### src/rtl/dram_page_seq.sv
module dram_page_seq #(
  parameter int MAW          = 9,
  parameter int DW           = 16,
  parameter int CLK_NS       = 10,
  parameter int T_RAH_NS     = 5,
  parameter int T_RCD_NS     = 20,
  parameter int T_CAS_NS     = 15,
  parameter int T_CAC_NS     = 10,
  parameter int T_RAC_NS     = 30,
  parameter int T_CP_NS      = 5,
  parameter int T_RP_NS      = 25,
  parameter int T_RC_NS      = 70,
  parameter int T_RAS_MAX_NS = 75000
) (
  input  logic              clk,
  input  logic              rst_n,
  input  logic              req,
  input  logic              req_we,
  input  logic [2*MAW-1:0]  req_addr,
  input  logic [1:0]        req_be,
  input  logic [DW-1:0]     req_wdata,
  input  logic              refresh_pend,
  output logic [DW-1:0]     rd_data,
  output logic              done,
  output logic              ras_n,
  output logic              cas_hi_n,
  output logic              cas_lo_n,
  output logic              we_n,
  output logic              oe_n,
  output logic [MAW-1:0]    mem_addr,
  output logic [DW-1:0]     dq_out,
  output logic              dq_oe,
  input  logic [DW-1:0]     dq_in
);
  localparam int AW = 2 * MAW;

  function automatic int cyc(input int ns);
    int c;
    c = (ns + CLK_NS - 1) / CLK_NS;
    return (c < 1) ? 1 : c;
  endfunction

  localparam int RAH_C   = cyc(T_RAH_NS);
  localparam int RCD_C   = cyc(T_RCD_NS);
  localparam int CASW_C  = cyc(T_CAS_NS);
  localparam int CAC_C   = cyc(T_CAC_NS);
  localparam int COL_C   = (CASW_C > CAC_C) ? CASW_C : CAC_C;
  localparam int RAC_C   = cyc(T_RAC_NS);
  localparam int CP_C    = cyc(T_CP_NS);
  localparam int RP_C    = cyc(T_RP_NS);
  localparam int RC_C    = cyc(T_RC_NS);
  localparam int RMAX_C  = cyc(T_RAS_MAX_NS);
  localparam int LIMIT_C = RMAX_C - COL_C - 3;
  localparam int TM1     = (RAH_C > COL_C) ? RAH_C : COL_C;
  localparam int TM2     = (CP_C > RP_C) ? CP_C : RP_C;
  localparam int TMAX    = (TM1 > TM2) ? TM1 : TM2;
  localparam int TW      = $clog2(TMAX + 1) + 1;
  localparam int RW      = $clog2(RMAX_C + RC_C + 2) + 1;

  localparam logic [TW-1:0] RAH_T = TW'(RAH_C - 1);
  localparam logic [TW-1:0] COL_T = TW'(COL_C - 1);
  localparam logic [TW-1:0] CP_T  = TW'((CP_C > 1) ? CP_C - 2 : 0);
  localparam logic [TW-1:0] RP_T  = TW'(RP_C - 1);
  localparam logic [RW-1:0] RCD_R = RW'(RCD_C - 1);
  localparam logic [RW-1:0] RAC_R = RW'(RAC_C - 1);
  localparam logic [RW-1:0] RC_R  = RW'(RC_C - 1);
  localparam logic [RW-1:0] LIM_R = RW'(LIMIT_C);

  typedef enum logic [2:0] {S_IDLE, S_ROW, S_COLA, S_CAS, S_OPEN, S_PRE} st_t;

  st_t            st, nxt;
  logic [TW-1:0]  t;
  logic [RW-1:0]  rc;
  logic [AW-1:0]  a_r;
  logic           we_r;
  logic [1:0]     be_r;
  logic [DW-1:0]  wd_r;
  logic           hit, load, fin, strobe;

  assign hit    = req_addr[AW-1:MAW] == a_r[AW-1:MAW];
  assign strobe = st == S_CAS;
  assign fin    = strobe && (nxt == S_OPEN);
  assign load   = (st == S_IDLE && req) || (st == S_OPEN && nxt == S_COLA);

  always_comb begin
    nxt = st;
    case (st)
      S_IDLE: if (req) nxt = S_ROW;
      S_ROW:  if (t >= RAH_T) nxt = S_COLA;
      S_COLA: if (rc >= RCD_R) nxt = S_CAS;
      S_CAS:  if (t >= COL_T && rc >= RAC_R) nxt = S_OPEN;
      S_OPEN: begin
        if (refresh_pend || rc >= LIM_R) nxt = S_PRE;
        else if (req && !hit)            nxt = S_PRE;
        else if (req && t >= CP_T)       nxt = S_COLA;
      end
      S_PRE:  if (t >= RP_T && rc >= RC_R) nxt = S_IDLE;
      default: nxt = S_IDLE;
    endcase
  end

  always_ff @(posedge clk or negedge rst_n) begin
    if (!rst_n) begin
      st      <= S_IDLE;
      t       <= '0;
      rc      <= '0;
      a_r     <= '0;
      we_r    <= 1'b0;
      be_r    <= '0;
      wd_r    <= '0;
      rd_data <= '0;
      done    <= 1'b0;
    end else begin
      st   <= nxt;
      t    <= (nxt != st) ? '0 : ((&t) ? t : t + 1'b1);
      if (st == S_IDLE && nxt == S_ROW) rc <= '0;
      else if (!(&rc))                  rc <= rc + 1'b1;
      if (load) begin
        a_r  <= req_addr;
        we_r <= req_we;
        be_r <= req_be;
        wd_r <= req_wdata;
      end
      done <= fin;
      if (fin && !we_r) rd_data <= dq_in;
    end
  end

  assign ras_n    = !(st inside {S_ROW, S_COLA, S_CAS, S_OPEN});
  assign cas_hi_n = !(strobe && (!we_r || be_r[1]));
  assign cas_lo_n = !(strobe && (!we_r || be_r[0]));
  assign we_n     = !(strobe && we_r);
  assign oe_n     = !(strobe && !we_r);
  assign dq_oe    = strobe && we_r;
  assign dq_out   = wd_r;
  assign mem_addr = (st inside {S_IDLE, S_ROW, S_PRE}) ? a_r[AW-1:MAW] : a_r[MAW-1:0];
endmodule

### config.mk
export PLATFORM = sky130hd
export DESIGN_NAME = dram_page_seq
export DESIGN_NICKNAME = d
export VERILOG_FILES = /design/src/rtl/dram_page_seq.sv
export SDC_FILE = /design/constraint.sdc
export NUM_CORES = 1
export LEC_CHECK = 0
export BUFFER_PORTS_ARGS = -buffer_cell sky130_fd_sc_hd__buf_2
export CAP_MARGIN = 0
export CORE_ASPECT_RATIO = 0.9
export CORE_MARGIN = 2
export CORE_UTILIZATION = 40
export DETAILED_ROUTE_END_ITERATION = 8
export HOLD_SLACK_MARGIN = 0.02
export SLEW_MARGIN = 25
export SYNTH_ARGS = -nofsm -noshare
export SYNTH_HDL_FRONTEND = slang
export SYNTH_SLANG_ARGS = --single-unit
### constraint.sdc
create_clock -name clk -period 3.26 [get_ports clk]
set_input_delay 0.489 -clock clk [delete_from_list [all_inputs] [get_ports clk]]
set_output_delay 0.489 -clock clk [all_outputs]
set_load 0.02 [all_outputs]
==> results of run 1 <==
-- stage by stage --
step / util (%) / total power [mW] / instance area [sq um] / setup WS [ns]
floorplan: - / 3.32 / 3810 / 0.991
global placement: 47.8 / 3.86 / 4400 / 0.845
detailed placement: 47.8 / 3.90 / 4400 / 0.728
CTS: 49.9 / 4.63 / 4590 / 0.803
global route: 49.9 / 4.89 / 4600 / 0.683
finish: 49.9 / 4.57 / 4600 / 0.807
-- power by group --
group          internal (mW)  leakage [nW]  switching (mW)
combinational           1.05          1.29            1.11
sequential              1.35         0.901           0.370
clock                  0.355        0.0966           0.346
total                   2.75          2.29            1.82
-- cells in the final DEF, fill, tap and decap left out, types with 2 or more instances in the layout --
| master | count |
|---|---|
| dfrtp_1 | 74 |
| inv_1 | 9 |
| nor4_1 | 5 |
| xnor2_1 | 5 |
| nor2_1 | 23 |
| nand2b_1 | 3 |
| clkbuf_8 | 9 |
| a21oi_1 | 2 |
| a21o_1 | 2 |
| mux2_4 | 30 |
| or3_1 | 2 |
| buf_4 | 3 |
| nand3_1 | 14 |
| mux2_2 | 34 |
| and4_1 | 2 |
| clkinv_2 | 2 |
| nand2_1 | 9 |
| nand4_1 | 3 |
| xor2_1 | 15 |
| ha_1 | 8 |
| nor3_1 | 11 |
| a31oi_1 | 6 |
| o21ai_0 | 3 |
| buf_2 | 103 |
-- critical path, stage by stage, from the launching register on --
cell and delay [ns]:
dfrtp_1 0.46, ha_1 0.26, a2111o_1 0.43, a41oi_1 0.22, o21a_2 0.20, and2_4 0.17
a21oi_4 0.06, buf_12 0.20, mux2_4 0.32
-- metal layers --
| metal | part of all wire, % | GRT usage (%) |
|---|---|---|
| met1 | 48 | 21.9 |
| met2 | 44 | 22.9 |
| met3 | 5.6 | 4.31 |
| met4 | 2.3 | 7.19 |
| met5 | 0 | 0 |
-- logic make-up (layout without fill, tap and decap cells) --
group	after synthesis	after routing	synth area share, %
AOI/OAI and AO/OA	26	26	5.19
DFF	74	74	48.6
and+or+nand+nor	86	86	12.6
muxes	65	65	22.1
buffers and inverters	22	133	4.30
xor gates and xnor gates	20	20	4.59
adders and majority gates	8	8	2.63
-- state kept, by name (all words and copies together) (netlist names) --
signal and cells:
a_r 18, dq_out 16, done 1, t 3
we_r 1, st 3, rd_data 16, be_r 2
rc 14
-- worst paths after layout --
path / from / endpoint / slack, ns / cells after the start
setup reg to reg: rc[1] / a_r[6] / 0.81 / 8
max in group asynchronous: rst_n / done / 2.65 / 1
hold / removal: rst_n / dq_out[2] / 0.14 / 1
setup / recovery: rc[1] / a_r[6] / 0.81 / 8
min in group clk: req_wdata[13] / dq_out[13] / 0.37 / 2
hold reg to reg: dq_out[11] / dq_out[11] / 0.51 / 1
-- Yosys cell counts, drive strengths merged, types with 3 or more instances --
cell type,count,area (sq um)
mux2,64,833
a21oi,3,26.3
clkbuf,5,32.5
a21o,3,23.8
nor3,12,71.3
dfrtp,74,1850
buf,8,97.6
and4,3,27.5
ha,8,100
a31oi,6,37.5
nor4,5,31.3
nor2,23,86.3
o21ai,3,15.0
xnor2,5,43.8
nand4,3,18.8
xor2,15,131
inv,9,33.8
nand2b,3,18.8
nand2,9,33.8
nand3,15,80.1
-- final cells by class --
type	count	area share, %
clock buffers	10	2.78
clock inverters	6	1.42
inverters	9	0.735
multi-input cells	205	39.1
flip-flops and latches	74	40.3
well taps	122	3.32
repair buffers	108	12.4
==> impl_results.md, run 1 <==
* Status: finished clean
* Global-route wire length before repair at 12.9 mm
* TritonCTS Buffers at 9
* Max-slew headroom at 56.0%
* Req. time, crit path at 3.49 ns
* Fraction of registers with async set/reset at 100%
* # setup viols final at 0
* Worst setup SP type: flop
* P per Cell Area at 994 nW/um^2
* Post-CTS Setup Inserts at 0
* Worst skew pair latency at 0.35 ns
* Period utilisation layout at 75.2%
* Synth warnings at 0
* Starting Density at 41.4%
* I/O Buffers at 104
* Worst Skew at 0.00903 ns
* Yosys cell types at 54
* Root buf cell: clkbuf_8
* DP Wirelength at 5.52 mm
* H-tree depth at 3
* Worst EP arrival at 2.68 ns
* Syn avg cell area at 12.7 sq um
* Post-synthesis cell count at 301
* Largest net degree at the start of global routing at 75
* Die Width at 107 um
* Final #Nets at 472
* Routed length per placed instance at 14.2 um
* Min Tclk post-route at 2.45 ns
* Routability Congestion at 0.828
* Post-synth EDFFs at 0
* Fin cells at 534
* Remaining antenna violation count at 0
* Multi-input combinational cell area at 1800 sq um
* Register area at 1850 sq um
* CTS Sinks at 74
* DR DRC count at 0
* Post-CTS Hold Fix Bufs at 0
* CTS tree: built
* Routed wire length at 7.58 mm
* ANT cells at 0
* Worst Setup End Kind: flop
* Slew @ Worst Pin at 0.659 ns
* Vias/cell at 4.94
* Gr usage total at 15.8%
* Slew Limit Fails at 0
* Initial antenna violation count at 0
* Lkg Pwr at 2.29 nW
* Clock buffer depth at 2
* Yosys reg bits at 74
* Hold Path Class: in -> async
* RSZ-0062 raised after global routing: no
* Drt initial violations at 107
* Maximum fanout along the worst path at 37
* Sequential area share after synthesis at 48.6%
* Final Hold Fails at 0
* Vias in the first global route at 2594
* Ys flop type: dfrtp_1
* Core Area at 9210 sq um
* CTS clk-pin slew, worst paths at 0.08 ns
* Rows at 33
* Synth-to-Final Area Change at 20.6%
* Setup_tns at 0 ns
* Top Ports at 105
* Layout cells sized above 1 at 48.1%
* TritonRoute pass-1 iters at 4
* Fill cells at 839
* Grt ovf at 0
* DR vias at 2637
* Cell Count Post-Placement at 518
* Worst-case vdd ir drop at 479 uV
* WS Path Type: reg -> reg
* Die Area at 10300 sq um
* Fmax at 408 MHz
* Synthesized area at 3810 sq um
* # resized after CTS at 0
* Max-cap violations at 0
* Net count after synthesis at 366
* Minimum hold slack at 0.141 ns
* Die H at 96.6 um
No activity file was read; power rests on OpenSTA's default activity.
==> run 2, diff against run 1 <==
--- a/config.mk
+++ b/config.mk
@@ -5,6 +5,7 @@
 export SDC_FILE = /design/constraint.sdc
 export NUM_CORES = 1
 export LEC_CHECK = 0
+export ABC_AREA = 1
 export BUFFER_PORTS_ARGS = -buffer_cell sky130_fd_sc_hd__buf_2
 export CAP_MARGIN = 0
 export CORE_ASPECT_RATIO = 0.9
@@ -12,6 +13,7 @@
 export CORE_UTILIZATION = 40
 export DETAILED_ROUTE_END_ITERATION = 8
 export HOLD_SLACK_MARGIN = 0.02
+export PLACE_DENSITY = 0.66
 export SLEW_MARGIN = 25
 export SYNTH_ARGS = -nofsm -noshare
 export SYNTH_HDL_FRONTEND = slang
==> constraint.sdc (replaced) <==
create_clock -name clk -period 2.1 [get_ports clk]
set_input_delay 0.315 -clock clk [delete_from_list [all_inputs] [get_ports clk]]
set_output_delay 0.315 -clock clk [all_outputs]
set_load 0.02 [all_outputs]
==> impl_results.md, run 2 <==
* Setup WS pre-CTS at 0.178 ns (-0.550 ns)
* Sequential area share after synthesis at 48.1% (-0.52 points)
* DP Wirelength at 6.50 mm (+18%)
* Hold Path Class: in -> reg
* Period utilisation layout at 93.9%
* Clock buffer depth at 2 (unchanged)
* CTS Sinks at 74 (unchanged)
* TritonRoute pass-1 iters at 5 (+1)
* Area leader, netlist: dfrtp_1
* Rows at 33 (unchanged)
* Most frequent cells in the layout: nand2_1 (149), buf_2 (103), dfrtp_1 (74)
* Synth cell count leaders: nand2_1 (150), dfrtp_1 (74), nand3_1 (49)
* Worst Setup End Kind: primary output
* TritonCTS Buffers at 9 (unchanged)
* DR DRC count at 0 (unchanged)
* Gr usage total at 18.0% (+2.2 points)
* Maximum fanout along the worst path at 18 (-51%)
* Remaining antenna violation count at 0 (unchanged)
* Post-synth EDFFs at 0 (unchanged)
* WS Path Type: reg -> out
* Status: finished clean
* Net count after synthesis at 534 (+46%)
* Synth top area cells: dfrtp_1 (48%), nand2_1 (15%), nand3_1 (6.4%)
* Synthesized area at 3850 sq um (+1.1%)
* Worst skew pair latency at 0.35 ns (about the same)
* Worst Skew at 0.00763 ns (-0.00139 ns)
* CTS tree: built
* Final Hold Fails at 0 (unchanged)
* Root buf cell: clkbuf_8
* Slack of the critical path at 0.128 ns (-0.679 ns)
* Ys flop type: dfrtp_1
* Routed length per placed instance at 12.7 um (-10%)
* Fin cells at 703 (+32%)
* Slew @ Worst Pin at 0.517 ns (-0.142 ns)
* Die Area at 10400 sq um (+1.0%)
* Max-cap violations at 0 (unchanged)
* Fraction of registers with async set/reset at 100% (unchanged)
* Grt ovf at 0 (unchanged)
* Area share of the largest cell type after synthesis at 48.1% (-0.52 points)
* Vias/cell at 4.82 (-2.3%)
* Final #Nets at 641 (+36%)
* Min Tclk post-route at 1.97 ns
* Commonest non-fill, non-tap cell in the layout: nand2_1
* Lkg Pwr at 2.52 nW (+10%)
* Slew Limit Fails at 0 (unchanged)
* Largest Register: a_r
* Vias in the first global route at 3252 (+25%)
* Post-Route Utilization at 50.8% (+0.85 points)
* Fmax at 507 MHz
* Die H at 97.1 um (+0.52%)
* Req. time, crit path at 1.78 ns (-1.71 ns)
* Yosys reg bits at 74 (unchanged)
* Worst EP arrival at 1.66 ns (-1.02 ns)
* Initial antenna violation count at 0 (unchanged)
* # setup viols final at 0 (unchanged)
* Post-synthesis cell count at 469 (+56%)
* Most frequent cell after synthesis: nand2_1
* DR vias at 3391 (+29%)
* Syn avg cell area at 8.22 sq um (-35%)
* Cell Count Post-Placement at 686 (+32%)
* I/O Buffers at 104 (unchanged)
* Yosys cell types at 35 (-35%)
* CTS clk-pin slew, worst paths at 0.08 ns (about the same)
* ANT cells at 0 (unchanged)
* Routability Congestion at 0.966 (+17%)
* Routed wire length at 8.93 mm (+18%)
* Post-CTS Setup Inserts at 0 (unchanged)
* Max FFs per register at 18 (unchanged)
* Max-slew headroom at 65.4% (+9.4 points)
* Starting Density at 41.7% (+0.26 points)
* Synth-to-Final Area Change at 21.9%
* P per Cell Area at 1420 nW/um^2 (+43%)
* Top Ports at 105 (unchanged)
* Global-route wire length before repair at 15.1 mm (+17%)
* Die Width at 107 um (+0.52%)
* Worst setup SP type: flop
* Layout cells sized above 1 at 27.2% (-21 points)
* H-tree depth at 3 (unchanged)
* Core Area at 9250 sq um (+0.45%)
* Largest net degree at the start of global routing at 48 (-36%)
* Worst-case vdd ir drop at 661 uV (+38%)
* Synth warnings at 0 (unchanged)
* Drt initial violations at 209 (+95%)
* Minimum hold slack at 0.146 ns (+0.00482 ns)
* Setup_tns at 0 ns (unchanged)
-- run 2: cell count changes after synthesis, moves of 4 or more --
cell     previous run  this run
nand2_1             9       150
nand3_1            14        49
inv_1               9        41
mux2_2             34         6
o21ai_0             3        25
mux2_4             30        10
nor2_1             23        39
xor2_1             15         4
inv_2               0         6
a31oi_1             6         1
o31ai_1             0         4
-- run 2: what timing repair did --
item / in CTS / in global routing
gates resized for setup: 2 / 2
endpoints found under the hold margin: 31 / 0
setup endpoints to repair: 3 / 2
hold buffers: 1 / 0
-- run 2: metrics by stage --
step	total power [mW]	instance area, sq um
after floorplan	4.69	3850
after global placement	5.58	4490
after detailed placement	5.66	4490
after CTS	6.72	4690
after global routing	7.25	4700
final	6.66	4700
-- run 2: layer usage --
layer	vias to the layer above	global-route usage, %	wire length (um)
li1	1725	-	-
met1	1534	24.4	4160
met2	119	27.3	3880
met3	13	6.24	759
met4	0	5.42	128
met5	-	0	0
-- run 2: kinds of logic (layout without fill, tap and decap cells) --
logic type,after synthesis,count (layout),synth area share [%]
flip-flops,74,74,48.1
buffers and inverters,62,174,7.24
adder cells (fa/ha/maj),8,8,2.60
multiplexers,17,17,5.91
XOR/XNOR,7,7,1.59
AND/OR/NAND/NOR,261,261,28.8
AO/OA/AOI/OAI,40,40,5.78
-- run 2: final cells by class --
type	instances	area (sq um)
Clock buffer	9	124
Clock inverter	7	53.8
Fill cell	910	4550
Inverter	48	180
Multi-Input combinational cell	333	1740
Sequential cell	74	1850
Tap cell	122	153
Timing Repair Buffer	110	596
-- run 2: worst paths after layout --
kind                                    from          end  slack [ns]  cells past startpoint
worst max-delay path                   st[0]  mem_addr[6]        0.13                      6
worst min-delay path            req_wdata[6]    dq_out[6]        0.15                      3
min in group asynchronous              rst_n    dq_out[3]        0.43                      2
worst min register to register    rd_data[0]   rd_data[0]        0.50                      1
worst max register to register         rc[0]      a_r[11]        0.17                     10
max in group asynchronous              rst_n   rd_data[7]        1.10                      3
-- run 2: worst max-delay path: stages (launching register included) --
cell and delay (ns):
dfrtp_1 0.45, inv_2 0.14, nand2_1 0.10, nand2_2 0.23
nand2_1 0.08, o21ai_0 0.10, buf_2 0.20
-- run 2: where the power goes --
group / leakage (nW) / internal (mW) / total, mW / switching [mW]
logic: 1.51 / 1.20 / 3.24 / 2.04
clock network: 0.0822 / 0.436 / 1.00 / 0.566
registers: 0.926 / 2.03 / 2.42 / 0.387
total: 2.52 / 3.67 / 6.66 / 2.99
